<file path="src/rtl/rxpc_pkg.sv">
package rxpc_pkg;

    typedef enum logic [1:0] {
        ST_IDLE  = 2'd0,
        ST_PRE   = 2'd1,
        ST_PAY   = 2'd2,
        ST_DRAIN = 2'd3
    } rxpc_state_e;

    typedef enum logic [1:0] {
        WHY_NONE    = 2'b00,
        WHY_CONTENT = 2'b01,
        WHY_LENGTH  = 2'b10
    } rxpc_why_e;

endpackage

</file>
<file path="src/rtl/rxpc_byte_class.sv">
module rxpc_byte_class #(
    parameter int              W        = 8,
    parameter logic [W-1:0]    PRE_BYTE = 8'h55,
    parameter logic [W-1:0]    SFD_BYTE = 8'hD5
) (
    input  logic [W-1:0] data,
    input  logic         er,
    output logic         is_sfd,
    output logic         is_clean
);
    // A preamble byte is clean when it has the fill pattern and no error.
    assign is_sfd   = (data == SFD_BYTE);
    assign is_clean = (data == PRE_BYTE) && !er;
endmodule

</file>
<file path="src/rtl/rxpc_pre_count.sv">
module rxpc_pre_count #(
    parameter int LIMIT = 12,
    localparam int CW   = $clog2(LIMIT + 1)
) (
    input  logic clk,
    input  logic rst_n,
    input  logic clr,
    input  logic inc,
    output logic at_cap
);
    logic [CW-1:0] cnt;

    // Counts preamble bytes accepted so far, saturating at LIMIT.
    always_ff @(posedge clk) begin
        if (!rst_n || clr) begin
            cnt <= '0;
        end else if (inc && (cnt < CW'(LIMIT))) begin
            cnt <= cnt + 1'b1;
        end
    end

    // The byte being looked at now would make the length LIMIT.
    assign at_cap = (cnt >= CW'(LIMIT - 1));


    cnt_bound_chk: assert property (@(posedge clk) disable iff (!rst_n)
        cnt <= CW'(LIMIT));
endmodule

</file>
<file path="src/rtl/eth_rx_preamble_check.sv">
module eth_rx_preamble_check #(
    parameter int          MAX_PRE  = 12,
    parameter logic [7:0]  PRE_BYTE = 8'h55,
    parameter logic [7:0]  SFD_BYTE = 8'hD5
) (
    input  logic       clk,
    input  logic       rst_n,
    input  logic [7:0] rx_data,
    input  logic       rx_dv,
    input  logic       rx_er,
    input  logic       pure_en,
    input  logic       long_en,
    output logic [7:0] out_data,
    output logic       out_valid,
    output logic       out_last,
    output logic       drop_pulse,
    output logic [1:0] drop_why
);
    import rxpc_pkg::*;

    rxpc_state_e state, nxt;
    rxpc_why_e   why_q;
    logic        is_sfd, is_clean, at_cap;
    logic        pre_step, fail_content, fail_len, drop_now;
    logic        cnt_clr, cnt_inc;
    logic [7:0]  hold_data;
    logic        hold_full;

    rxpc_byte_class #(.W(8), .PRE_BYTE(PRE_BYTE), .SFD_BYTE(SFD_BYTE)) u_class (
        .data     (rx_data),
        .er       (rx_er),
        .is_sfd   (is_sfd),
        .is_clean (is_clean)
    );

    rxpc_pre_count #(.LIMIT(MAX_PRE)) u_count (
        .clk    (clk),
        .rst_n  (rst_n),
        .clr    (cnt_clr),
        .inc    (cnt_inc),
        .at_cap (at_cap)
    );

    // Preamble checks, evaluated on every byte seen in idle or preamble.
    always_comb begin
        pre_step     = rx_dv && ((state == ST_IDLE) || (state == ST_PRE));
        fail_content = pure_en && !is_clean;
        fail_len     = long_en && at_cap;
        drop_now     = pre_step && !is_sfd && (fail_content || fail_len);
        nxt          = state;
        unique case (state)
            ST_IDLE, ST_PRE: begin
                if (!rx_dv)                       nxt = ST_IDLE;
                else if (is_sfd)                  nxt = ST_PAY;
                else if (fail_content || fail_len) nxt = ST_DRAIN;
                else                              nxt = ST_PRE;
            end
            ST_PAY:   nxt = rx_dv ? ST_PAY : ST_IDLE;
            ST_DRAIN: nxt = rx_dv ? ST_DRAIN : ST_IDLE;
            default:  nxt = ST_IDLE;
        endcase
        cnt_clr = (nxt != ST_PRE);
        cnt_inc = pre_step && !is_sfd;
    end

    // State register.
    always_ff @(posedge clk) begin
        if (!rst_n) state <= ST_IDLE;
        else        state <= nxt;
    end

    // Outputs: one-byte hold so the final byte can carry out_last.
    always_ff @(posedge clk) begin
        if (!rst_n) begin
            out_data   <= '0;
            out_valid  <= 1'b0;
            out_last   <= 1'b0;
            drop_pulse <= 1'b0;
            why_q      <= WHY_NONE;
            hold_data  <= '0;
            hold_full  <= 1'b0;
        end else begin
            out_valid  <= 1'b0;
            out_last   <= 1'b0;
            drop_pulse <= drop_now;
            why_q      <= !drop_now ? WHY_NONE
                        : (fail_content ? WHY_CONTENT : WHY_LENGTH);
            if (state == ST_PAY) begin
                if (rx_dv) begin
                    if (hold_full) begin
                        out_valid <= 1'b1;
                        out_data  <= hold_data;
                    end
                    hold_data <= rx_data;
                    hold_full <= 1'b1;
                end else begin
                    if (hold_full) begin
                        out_valid <= 1'b1;
                        out_last  <= 1'b1;
                        out_data  <= hold_data;
                    end
                    hold_full <= 1'b0;
                end
            end
        end
    end

    assign drop_why = why_q;


    out_from_pay_chk: assert property (@(posedge clk) disable iff (!rst_n)
        out_valid |-> ($past(state) == ST_PAY));

    last_valid_chk: assert property (@(posedge clk) disable iff (!rst_n)
        out_last |-> (out_valid && !$past(rx_dv)));

    content_en_chk: assert property (@(posedge clk) disable iff (!rst_n)
        (drop_pulse && (drop_why == WHY_CONTENT)) |-> $past(pure_en));

    length_en_chk: assert property (@(posedge clk) disable iff (!rst_n)
        (drop_pulse && (drop_why == WHY_LENGTH)) |-> $past(long_en));

    drain_silent_chk: assert property (@(posedge clk) disable iff (!rst_n)
        (state == ST_DRAIN) |=> !out_valid);

    drop_single_chk: assert property (@(posedge clk) disable iff (!rst_n)
        drop_pulse |=> !drop_pulse);
endmodule

</file>
<file path="config.mk">
export PLATFORM = sky130hd
export DESIGN_NAME = eth_rx_preamble_check
export DESIGN_NICKNAME = d
export VERILOG_FILES = /design/src/rtl/rxpc_pkg.sv /design/src/rtl/rxpc_byte_class.sv /design/src/rtl/rxpc_pre_count.sv /design/src/rtl/eth_rx_preamble_check.sv
export SDC_FILE = /design/constraint.sdc
export NUM_CORES = 1
export LEC_CHECK = 0
export ABC_AREA = 1
export BUFFER_PORTS_ARGS = -buffer_cell sky130_fd_sc_hd__clkbuf_2
export CAP_MARGIN = 30
export CORE_ASPECT_RATIO = 0.6
export CORE_MARGIN = 2
export CORE_UTILIZATION = 47
export DETAILED_ROUTE_END_ITERATION = 8
export PLACE_DENSITY = 0.84
export SLEW_MARGIN = 5
export SYNTH_ARGS = -nofsm -noshare
export SYNTH_HDL_FRONTEND = slang
export SYNTH_HIERARCHICAL = 1
export SYNTH_SLANG_ARGS = --single-unit
export TNS_END_PERCENT = 50
</file>
<file path="constraint.sdc">
create_clock -name clk -period 1.4 [get_ports clk]
set_input_delay 0 -clock clk [delete_from_list [all_inputs] [get_ports clk]]
set_output_delay 0 -clock clk [all_outputs]
set_load 0.02 [all_outputs]
</file>
==> key figures, run 1 <==
Synth
  – Leading register cell type out of synthesis: dfxtp_1
  – Mean area per synthesized cell: 6.77 um2
  – Seq cells post-synth: 28
  – Post-synth top cells: nand2_1, nor2_1, inv_1
  – Count of cell types in the netlist: 17
  – Async SR Flop Fraction: 0
  – Area share of the largest cell type after synthesis: 0.462
  – Post-synthesis sequential area ratio: 0.462
  – Most area-hungry cell type in the Yosys netlist: dfxtp_1
  – Ys Warns: 6
  – Syn Inst Count: approximately 180
  – Syn_nets: roughly 190
  – Top post-synthesis cells by area: dfxtp_1, nand2_1, nor2_1, inv_1, nand3_1
  – Mapped cell area: 1210 um2
  – Cell with the most instances after synthesis: nand2_1
  – EDFF count, synth: 0

Setup path
  – Setup crit end: u_count/cnt[2]
  – Worst Reg-to-Reg Cells: 7
  – Worst reg2reg path endpoint: u_count/cnt[2]
  – CP required: 1.61 ns
  – CP max FO: 5
  – Crit path DAT: 1.56 ns
  – Setup crit start: state[1]
  – Reg2reg setup slack: 0.05 ns
  – Crit path launch type: flip-flop
  – Endpoint type of the worst setup path: flip-flop
  – CP Class: reg -> reg
  – RR Startpoint: state[1]

STA
  – Final hold violations: 1
  – Tightest Pin Transition: between 0.3 and 0.4 ns
  – Final setup vio count: 0
  – Fmax: 738 MHz
  – Fin. max-slew vios: 0
  – Final worst path period need: about 1.4 ns
  – Final period util: 0.968
  – Relative slew slack: 0.762
  – Hold_ws: -0.0000696 ns
  – Worst Skew: 0.00471 ns

Clock network
  – CTS tree: done
  – Clk_lat worst skew: about 0.27 ns
  – Clk sinks: 28
  – Clk buf depth: 2
  – H-tree levels: 1
  – CTS Buf Count: 3
  – Postcts setup bufs: 0
  – Root cell of the clock tree: clkbuf_8
  – Clk pin slew, worst setup/hold paths: roughly 0.090 ns

Floorplan
  – Std cell rows: 14
  – Core ar.: about 2500 um2
  – Die X: between 60 and 70 um
  – Starting Density: 0.491
  – Die area: roughly 3000 um2
  – I/O pin count: 27
  – Die Height: 43.3 um

Place
  – Post-DP HPWL: about 1700 um
  – PortBufs: 26
  – Dpl cells: roughly 240
  – RePlAce Congestion: slightly below 0.8

Detailed routing
  – Iter 0 DRT Violations: 49
  – Vias: 1136
  – Vias per cell: roughly 4.6
  – # DRC: 0
  – WL final: approximately 2700 um
  – Per-cell routed wire length: approximately 11 um
  – Antenna Violating Nets Remaining: 0
  – First-pass detailed-route iteration total: 4

Power and ir drop
  – Total power density per cell area: approximately 950 nW/um2
  – Worst VDD drop: slightly below 0.5 mV
  – Total Power: 1.46 mW
  – Lkg Pwr: about 0.82 nW

Cells and area
  – Diode count: 0
  – Share of post-route cells with drive strength above 1: 0.235
  – Fin cells: 249
  – Area Growth Syn to Fin: 27.1%
  – NumNets Final: between 200 and 250

Global routing
  – Global-route wire length before repair: 4460 um
  – All-Layer GR Usage: 0.191
  – Grt total ovfl: 0
  – Number of global-route vias before repair: roughly 1.1k
  – Initial antenna violation count: 0
  – Pin count of the biggest net entering global routing: 19

Run
  – Max Cap Viol: 0

Run status
  – Failing checks: hold timing
  – Status: finished, violations left

Hold path
  – Hold Path Class: in -> reg
==> per-stage QoR <==
step                      utilization  setup TNS, ns  cell area, um2  setup slack [ns]  hold WS [ns]
final                           0.624              0            1540            0.0454    -0.0000696
after global routing            0.624        -0.0590            1540           -0.0439        0.0353
after CTS                       0.610              0            1510           0.00552       0.00199
after detailed placement        0.554        -0.0728            1370           -0.0358         0.248
after global placement          0.554              0            1370            0.0418         0.247
after floorplan                     -              0            1210            0.0724        0.0793
==> cell families after synthesis <==
| kind of cell | count (synthesis) | share of synthesized area |
|---|---|---|
| fa+ha+maj | 1 | 0.0103 |
| flops | 28 | 0.462 |
| buf+inv | 33 | 0.126 |
| simple gates | 110 | 0.364 |
| compound gates | 7 | 0.0371 |
==> how the worst min path moves through the flow <==
stage | cells past startpoint | slack [ns] | to | start
global route | 3 | 0.04 | hold_data[7] | rx_data[7]
global placement | 3 | 0.25 | hold_data[0] | rx_data[0]
detailed placement | 3 | 0.25 | hold_data[1] | rx_data[1]
finish | 3 | -0.00007 | hold_data[7] | rx_data[7]
floorplan | 1 | 0.08 | out_last | rx_dv
CTS | 3 | 0.002 | hold_data[7] | rx_data[7]
==> power breakdown <==
group	switching, mW	internal (mW)	total (mW)
sequential	0.0131	0.815	0.828
combinational	0.0878	0.0607	0.148
clock	0.233	0.252	0.485
==> worst max-delay path, stage by stage (launching register included) <==
cell,delay [ns]
dfxtp_1,0.38
nor2_2,0.20
nand2_1,0.13
inv_1,0.10
inv_1,0.05
a21oi_2,0.18
nand2_1,0.11
a21oi_2,0.13
==> repair_timing <==
item	in CTS	in global routing
hold buffers	8	0
endpoints found under the setup margin	3	4
pin swaps	1	1
cloned	0	0
hold endpoints to repair	8	0
gates resized for setup	1	12
==> layout make-up <==
| type | count | area [um2] |
|---|---|---|
| Tap cell | 32 | 40.0 |
| Multi-Input combinational cell | 118 | 534 |
| Inverter | 29 | 109 |
| Clock buffer | 4 | 55.1 |
| Fill cell | 204 | 928 |
| Timing Repair Buffer | 38 | 240 |
| Sequential cell | 28 | 563 |
==> routing by layer <==
| layer | global-route usage | vias up | wire (um) |
|---|---|---|---|
| li1 | - | 602 | - |
| met1 | 0.224 | 485 | 1230 |
| met2 | 0.338 | 42 | 1230 |
| met3 | 0.0674 | 7 | 156 |
| met4 | 0.0588 | 0 | 43 |
| met5 | 0 | - | 0 |
==> layout by cell type (no fill, tap or decap) <==
master,count
nor2_1,46
nand2_2,4
nand3_1,4
dlygate4sd3_1,8
dfxtp_2,2
buf_4,4
nand2_1,47
clkbuf_2,26
o21ai_1,1
o21a_1,1
a21oi_2,2
dfxtp_1,26
nor3_1,2
inv_2,1
nand3_2,3
clkbuf_8,4
nor2_4,1
a21oi_1,3
inv_1,28
nor2_2,3
ha_4,1
==> registers in the layout (all words and copies together) (netlist names) <==
signal	cells
hold_full	1
state	2
out_data	8
out_last	1
u_count/cnt	4
drop_why	2
drop_pulse	1
out_valid	1
hold_data	8
Note: power is estimated with default switching activity, not from simulation.
==> run 2, diff against run 1 <==
- CORE_UTILIZATION: 47 -> 25
- PLACE_DENSITY: 0.84 -> 0.54
- SYNTH_HIERARCHICAL: 1 -> default
==> run 2 against run 1 <==
Effect of this change:
- the flow now finishes without violations
- wire length increased by 0.30%
- combinational power decreased by 7%
- cell count decreased by 1.6%
- worst setup slack improved by 0.14 ns
- register-to-register slack improved by 0.14 ns
- global-route usage decreased by 8.4 points
- critical endpoint is now out_data[6]
==> key figures, run 2 <==
Power and ir drop
  – Lkg Pwr: 0.643 nW (-21%)
  – Worst VDD drop: 0.385 mV (-21%)
  – Total Power: 1.46 mW (+0.19%)
  – Total power density per cell area: 961 nW/um2 (+1.3%)

Detailed routing
  – # DRC: 0 (unchanged)
  – Per-cell routed wire length: 10.9 um (+1.9%)
  – Met3 wire len: 130 um (-17%)
  – First-pass detailed-route iteration total: 4 (unchanged)
  – Vias: 1037 (-8.7%)
  – Uppermost layer routed: met4
  – Wl on met1: 1540 um (+25%)
  – Met2 wire len: 975 um (-21%)
  – Iter 0 DRT Violations: 74 (+51%)
  – WL final: 2680 um (+0.30%)
  – Antenna Violating Nets Remaining: 0 (unchanged)
  – Vias per cell: 4.23 (-7.2%)

STA
  – Sum Neg Setup Slack: 0 ns (unchanged)
  – Relative slew slack: 0.816 (+0.0533)
  – Fin. max-slew vios: 0 (unchanged)
  – Final worst path period need: 1.21 ns (-0.144 ns)
  – Tightest Pin Transition: 0.275 ns (-0.0812 ns)
  – Worst Skew: 0.00698 ns (+0.00227 ns)
  – Fmax: 826 MHz (+12%)
  – Fin worst setup slack: 0.190 ns (+0.144 ns)
  – Final hold violations: 0 (-1)
  – Final period util: 0.865 (-0.103)
  – RSZ-0062 raised after global routing: false
  – Final setup vio count: 0 (unchanged)

Cells and area
  – Area of the multi-input gates: 567 um2 (+6.1%)
  – Storage element area: 561 um2 (-0.44%)
  – NumNets Final: 198 (-15%)
  – Area Growth Syn to Fin: 25.2%
  – Most frequent cells in the layout: nand2_1, dfxtp_1, clkbuf_2, nand3_1, a21oi_1
  – Filler cell count in the final layout: 527 (+160%)
  – Share of post-route cells with drive strength above 1: 0.286 (+0.0507)
  – Biggest regs: hold_data (8), out_data (8), u_count.cnt (4)
  – Diode count: 0 (unchanged)
  – Commonest non-fill, non-tap cell in the layout: nand2_1
  – Final instance area: 1520 um2 (-1.1%)

Setup path
  – CP max FO: 17 (+12)
  – CP Class: reg -> reg
  – Setup crit start: state[1]
  – Worst reg2reg path endpoint: out_data[6]
  – Setup crit end: out_data[6]
  – Endpoint type of the worst setup path: flip-flop
  – Reg2reg setup slack: 0.19 ns (+0.14 ns)
  – Worst Reg-to-Reg Cells: 5 (-2)
  – Crit path DAT: 1.38 ns (-0.18 ns)
  – CP required: 1.57 ns (-0.04 ns)
  – Crit path launch type: flip-flop
  – RR Startpoint: state[1]

Global routing
  – Initial antenna violation count: 0 (unchanged)
  – All-Layer GR Usage: 0.107 (-0.0836)
  – Number of global-route vias before repair: 945 (-11%)
  – Pin count of the biggest net entering global routing: 18 (-1)
  – Grt total ovfl: 0 (unchanged)
  – Global-route wire length before repair: 4490 um (+0.76%)

Floorplan
  – Core ar.: 4640 um2 (+88%)
  – Starting Density: 0.263 (-0.228)
  – I/O pin count: 27 (unchanged)
  – Std cell rows: 19 (+5)
  – Die X: 94.1 um (+35%)
  – Die area: 5460 um2 (+81%)
  – Die Height: 58.1 um (+34%)

Hold path
  – Hold Path Class: in -> reg

Clock network
  – CTS Buf Count: 3 (unchanged)
  – Postcts setup bufs: 0 (unchanged)
  – Clk buf depth: 2 (unchanged)
  – Clk pin slew, worst setup/hold paths: 0.10 ns (about the same)
  – Root cell of the clock tree: clkbuf_8
  – CTS resizes: 0 (-1)
  – H-tree levels: 1 (unchanged)
  – CTS tree: done
  – Clk sinks: 28 (unchanged)
  – Clk_lat worst skew: 0.28 ns (about the same)

Synth
  – Syn_nets: 163 (-16%)
  – Ys Warns: 0 (-6)
  – Async SR Flop Fraction: 0 (unchanged)
  – EDFF count, synth: 0 (unchanged)
  – Count of cell types in the netlist: 28 (+11)
  – Most area-hungry cell type in the Yosys netlist: dfxtp_1
  – Mapped cell area: 1220 um2 (+0.41%)
  – Top post-synthesis cells by area: dfxtp_1, nand2_1, nand3_1, a21oi_1, inv_1
  – Post-synthesis sequential area ratio: 0.460 (-0.00190)
  – Syn Inst Count: 148 (-17%)
  – Leading register cell type out of synthesis: dfxtp_1
  – Area share of the largest cell type after synthesis: 0.460 (-0.00190)
  – Post-synth top cells: nand2_1, dfxtp_1, nand3_1
  – Seq cells post-synth: 28 (unchanged)
  – Mean area per synthesized cell: 8.23 um2 (+21%)
  – Cell with the most instances after synthesis: nand2_1

Place
  – Pre-CTS setup slack: 0.219 ns (+0.255 ns)
  – Post-DP HPWL: 2000 um (+17%)
  – RePlAce Congestion: 0.756 (-4.5%)
  – Placed cell area: 1420 um2 (+3.7%)
  – PortBufs: 26 (unchanged)

Run status
  – Status: finished clean

Run
  – Max Cap Viol: 0 (unchanged)
[run 2: changes by cell type after synthesis, sizes merged, moves of 5 or more]
cell	before	now
a21oi	5	19
inv	29	15
nand2	51	37
nand3	7	20
nand4	0	5
nor2	50	12
[run 2: kinds of logic after synthesis]
kind of cell,synth area share
adders and majority gates,0.0103
xor gates and xnor gates,0.00720
and+or+nand+nor,0.339
DFF,0.460
AOI/OAI and AO/OA,0.109
buffers and inverters,0.0740
[run 2: through the flow]
stage,utilization,std cells,hold WS [ns]
CTS,0.329,245,0.00497
detailed placement,0.306,236,0.281
global route,0.329,245,0.0152
global placement,0.306,236,0.281
floorplan,-,148,0.164
finish,0.329,245,0.00267
[run 2: worst min path at each step]
stage / start / to / slack (ns) / cells past startpoint
after floorplan: rx_data[0] / hold_data[0] / 0.16 / 2
after CTS: pure_en / drop_why[0] / 0.005 / 3
after detailed placement: rx_data[1] / hold_data[1] / 0.28 / 3
final: rx_data[2] / hold_data[2] / 0.003 / 3
after global placement: rx_data[1] / hold_data[1] / 0.28 / 3
after global routing: rx_data[2] / hold_data[2] / 0.02 / 3
[run 2: cell type report]
class                           count  share of cell area
Timing Repair Buffer               34               0.133
Clock buffer                        4              0.0361
Tap cell                           63              0.0517
Sequential cell                    28               0.368
Multi-Input combinational cell    100               0.372
Inverter                           16              0.0394
[run 2: critical path, cell delays in order (launching register included)]
cell and delay, ns:
dfxtp_1 0.41, inv_2 0.09, nor2_8 0.22, nand2_2 0.21, nand2_1 0.10, a21oi_1 0.06
[run 2: report_power, final]
group          switching (mW)  internal, mW
Sequential             0.0103         0.809
Clock                   0.256         0.252
Combinational          0.0840        0.0538
[run 2: repair_timing]
action | 4_1_cts | 5_1_grt
hold buffers | 5 | 0
hold endpoints to repair | 5 | 0
setup endpoints to repair | 0 | 0
[run 2: layer usage]
| layer | vias up | GRT usage |
|---|---|---|
| met5 | - | 0 |
| met4 | 0 | 0.0311 |
| met3 | 4 | 0.0325 |
| met2 | 23 | 0.138 |
| met1 | 455 | 0.168 |
| li1 | 555 | - |
==> run 3, diff against run 2 <==
--- a/config.mk
+++ b/config.mk
@@ -14,3 +14,2 @@
 export DETAILED_ROUTE_END_ITERATION = 8
-export PLACE_DENSITY = 0.54
 export SLEW_MARGIN = 5
==> constraint.sdc (replaced) <==
create_clock -name clk -period 1.4 [get_ports clk]
set_input_delay 0.28 -clock clk [delete_from_list [all_inputs] [get_ports clk]]
set_output_delay 0.28 -clock clk [all_outputs]
set_load 0.02 [all_outputs]
==> run 3 against run 2 <==
Effect of this change:
- wire length is 3.9% lower
- clock power is 25% higher
- power is 8.2% higher
- register-to-register slack better by 0.04 ns
- critical path depth stayed put
- non-clock buffer count is 3 lower
- critical path type unchanged
- critical endpoint is now out_data[0]
- largest cell class unchanged
==> key figures, run 3 (synthesized netlist as in run 2, its figures left out) <==
Setup path
  – RR Startpoint: state[1]
  – CP Class: reg -> reg
  – Endpoint type of the worst setup path: flip-flop
  – CP required: 1.57 ns (about the same)
  – Setup crit start: state[1]
  – Reg2reg setup slack: 0.23 ns (+0.04 ns)
  – Crit path DAT: 1.34 ns (-0.04 ns)
  – Max stage delay on crit path: 0.42 ns (about the same)
  – CP max FO: 11 (-6)
  – Slowest-stage cell, CP: dfxtp_1
  – Crit path launch type: flip-flop
  – Critical Path, Cell by Cell: inv_2 -> nor2_8 -> nand2_2 -> nand2_1 -> a21oi_1

Detailed routing
  – Antenna Violating Nets Remaining: 0 (unchanged)
  – Vias: 1028 (-0.87%)
  – Per-cell routed wire length: 10.6 um (-2.7%)
  – First-pass detailed-route iteration total: 4 (unchanged)
  – WL final: 2570 um (-3.9%)
  – Iter 0 DRT Violations: 45 (-39%)
  – # DRC: 0 (unchanged)
  – Vias per cell: 4.25 (+0.36%)

Floorplan
  – I/O pin count: 27 (unchanged)
  – Die area: 5460 um2 (unchanged)
  – Std cell rows: 19 (unchanged)
  – Die Height: 58.1 um (unchanged)
  – Die X: 94.1 um (unchanged)
  – Starting Density: 0.263 (unchanged)
  – Core ar.: 4640 um2 (unchanged)

Clock network
  – CTS tree: done
  – Clk_lat worst skew: 0.28 ns (about the same)
  – CTS Buf Count: 3 (unchanged)
  – Root cell of the clock tree: clkbuf_8
  – Post-CTS Hold Buffers: 0 (-5)
  – Postcts setup bufs: 0 (unchanged)
  – CTS resizes: 0 (unchanged)
  – Clk pin slew, worst setup/hold paths: 0.10 ns (about the same)
  – H-tree levels: 1 (unchanged)
  – Clk buf depth: 2 (unchanged)
  – Clk sinks: 28 (unchanged)

Global routing
  – Global-route wire length before repair: 4310 um (-4.1%)
  – Number of global-route vias before repair: 943 (-0.21%)
  – Initial antenna violation count: 0 (unchanged)
  – Grt total ovfl: 0 (unchanged)
  – Pin count of the biggest net entering global routing: 17 (-1)
  – All-Layer GR Usage: 0.101 (-0.00626)

STA
  – Final setup vio count: 0 (unchanged)
  – Sum Neg Setup Slack: 0 ns (unchanged)
  – Fmax: 855 MHz (+3.5%)
  – Relative slew slack: 0.823 (+0.00758)
  – Worst Skew: 0.00523 ns (-0.00175 ns)
  – Tightest Pin Transition: 0.265 ns (-0.00967 ns)
  – Final hold violations: 0 (unchanged)
  – RSZ-0062 raised after global routing: false
  – Final period util: 0.835 (-0.0295)
  – Fin. max-slew vios: 0 (unchanged)
  – Final worst path period need: 1.17 ns (-0.0412 ns)

Cells and area
  – NumNets Final: 195 (-1.5%)
  – Share of post-route cells with drive strength above 1: 0.302 (+0.0160)
  – Diode count: 0 (unchanged)
  – Commonest non-fill, non-tap cell in the layout: nand2_1
  – Most frequent cells in the layout: nand2_1, dfxtp_1, clkbuf_2, nand3_1, a21oi_1
  – Filler cell count in the final layout: 486 (-7.8%)
  – Biggest regs: hold_data (8), out_data (8), u_count.cnt (4)
  – Area Growth Syn to Fin: 23.6%
  – Final instance area: 1510 um2 (-1.2%)

Power and ir drop
  – Lkg Pwr: 0.639 nW (-0.59%)
  – Total power density per cell area: 1050 nW/um2 (+9.6%)
  – Worst VDD drop: 0.372 mV (-3.5%)

Place
  – RePlAce Congestion: 0.738 (-2.3%)
  – Post-DP HPWL: 2030 um (+1.6%)
  – Placed cell area: 1430 um2 (+1.1%)
  – PortBufs: 26 (unchanged)

Hold path
  – Hold Path Class: in -> reg
  – Hold_sp: rx_data[5]

Run status
  – Status: finished clean

Run
  – Max Cap Viol: 0 (unchanged)
## run 3: cell count changes in the layout (fill, tap and decap cells not counted), sizes merged
cell	delta
dlygate4sd3	-5
buf	+2
bufinv	+1
clkbuf	-1
## run 3: metrics by stage
stage	std cells	hold WS [ns]	total power, mW	util	worst slack, ns
finish	242	0.263	1.59	0.325	0.231
global route	242	0.258	1.66	0.325	0.140
CTS	242	0.261	1.60	0.325	0.213
detailed placement	238	0.454	0.970	0.309	0.195
global placement	238	0.449	0.970	0.309	0.211
floorplan	148	0.442	0.920	-	0.335
## run 3: area by class of cell
| class | count | area, um2 | area share |
|---|---|---|---|
| flip-flops and latches | 28 | 561 | 0.372 |
| well taps | 63 | 78.8 | 0.0524 |
| multi-input cells | 100 | 567 | 0.377 |
| repair buffers | 31 | 168 | 0.111 |
| clock inverters | 1 | 30.0 | 0.0200 |
| clock buffers | 3 | 41.3 | 0.0274 |
| inverters | 16 | 60.1 | 0.0399 |
## run 3: power by group
group | switching [mW] | leakage, nW | internal (mW)
combinational | 0.0840 | 0.377 | 0.0482
clock | 0.251 | 0.0357 | 0.383
sequential | 0.0103 | 0.227 | 0.809
## run 3: routing by layer
metal  up-vias  part of all wire  GRT usage
li1        552                 -          -
met1       454              0.56      0.154
met2        20              0.38      0.139
met3         2             0.055     0.0325
met4         0            0.0051     0.0186
met5         -                 0          0
## run 3: final timing paths
kind                  endpoint  cells past startpoint
setup reg to reg   out_data[0]                      5
hold / removal    hold_data[5]                      3
setup / recovery   out_data[0]                      5
hold reg to reg    out_data[6]                      2
## run 3: critical path: cells and delay by family, from the launching register on
kind	cells	cell delay, ns
flip-flops	1	0.42
AND/OR/NAND/NOR	3	0.47
buffers and inverters	1	0.10
AO/OA/AOI/OAI	1	0.06
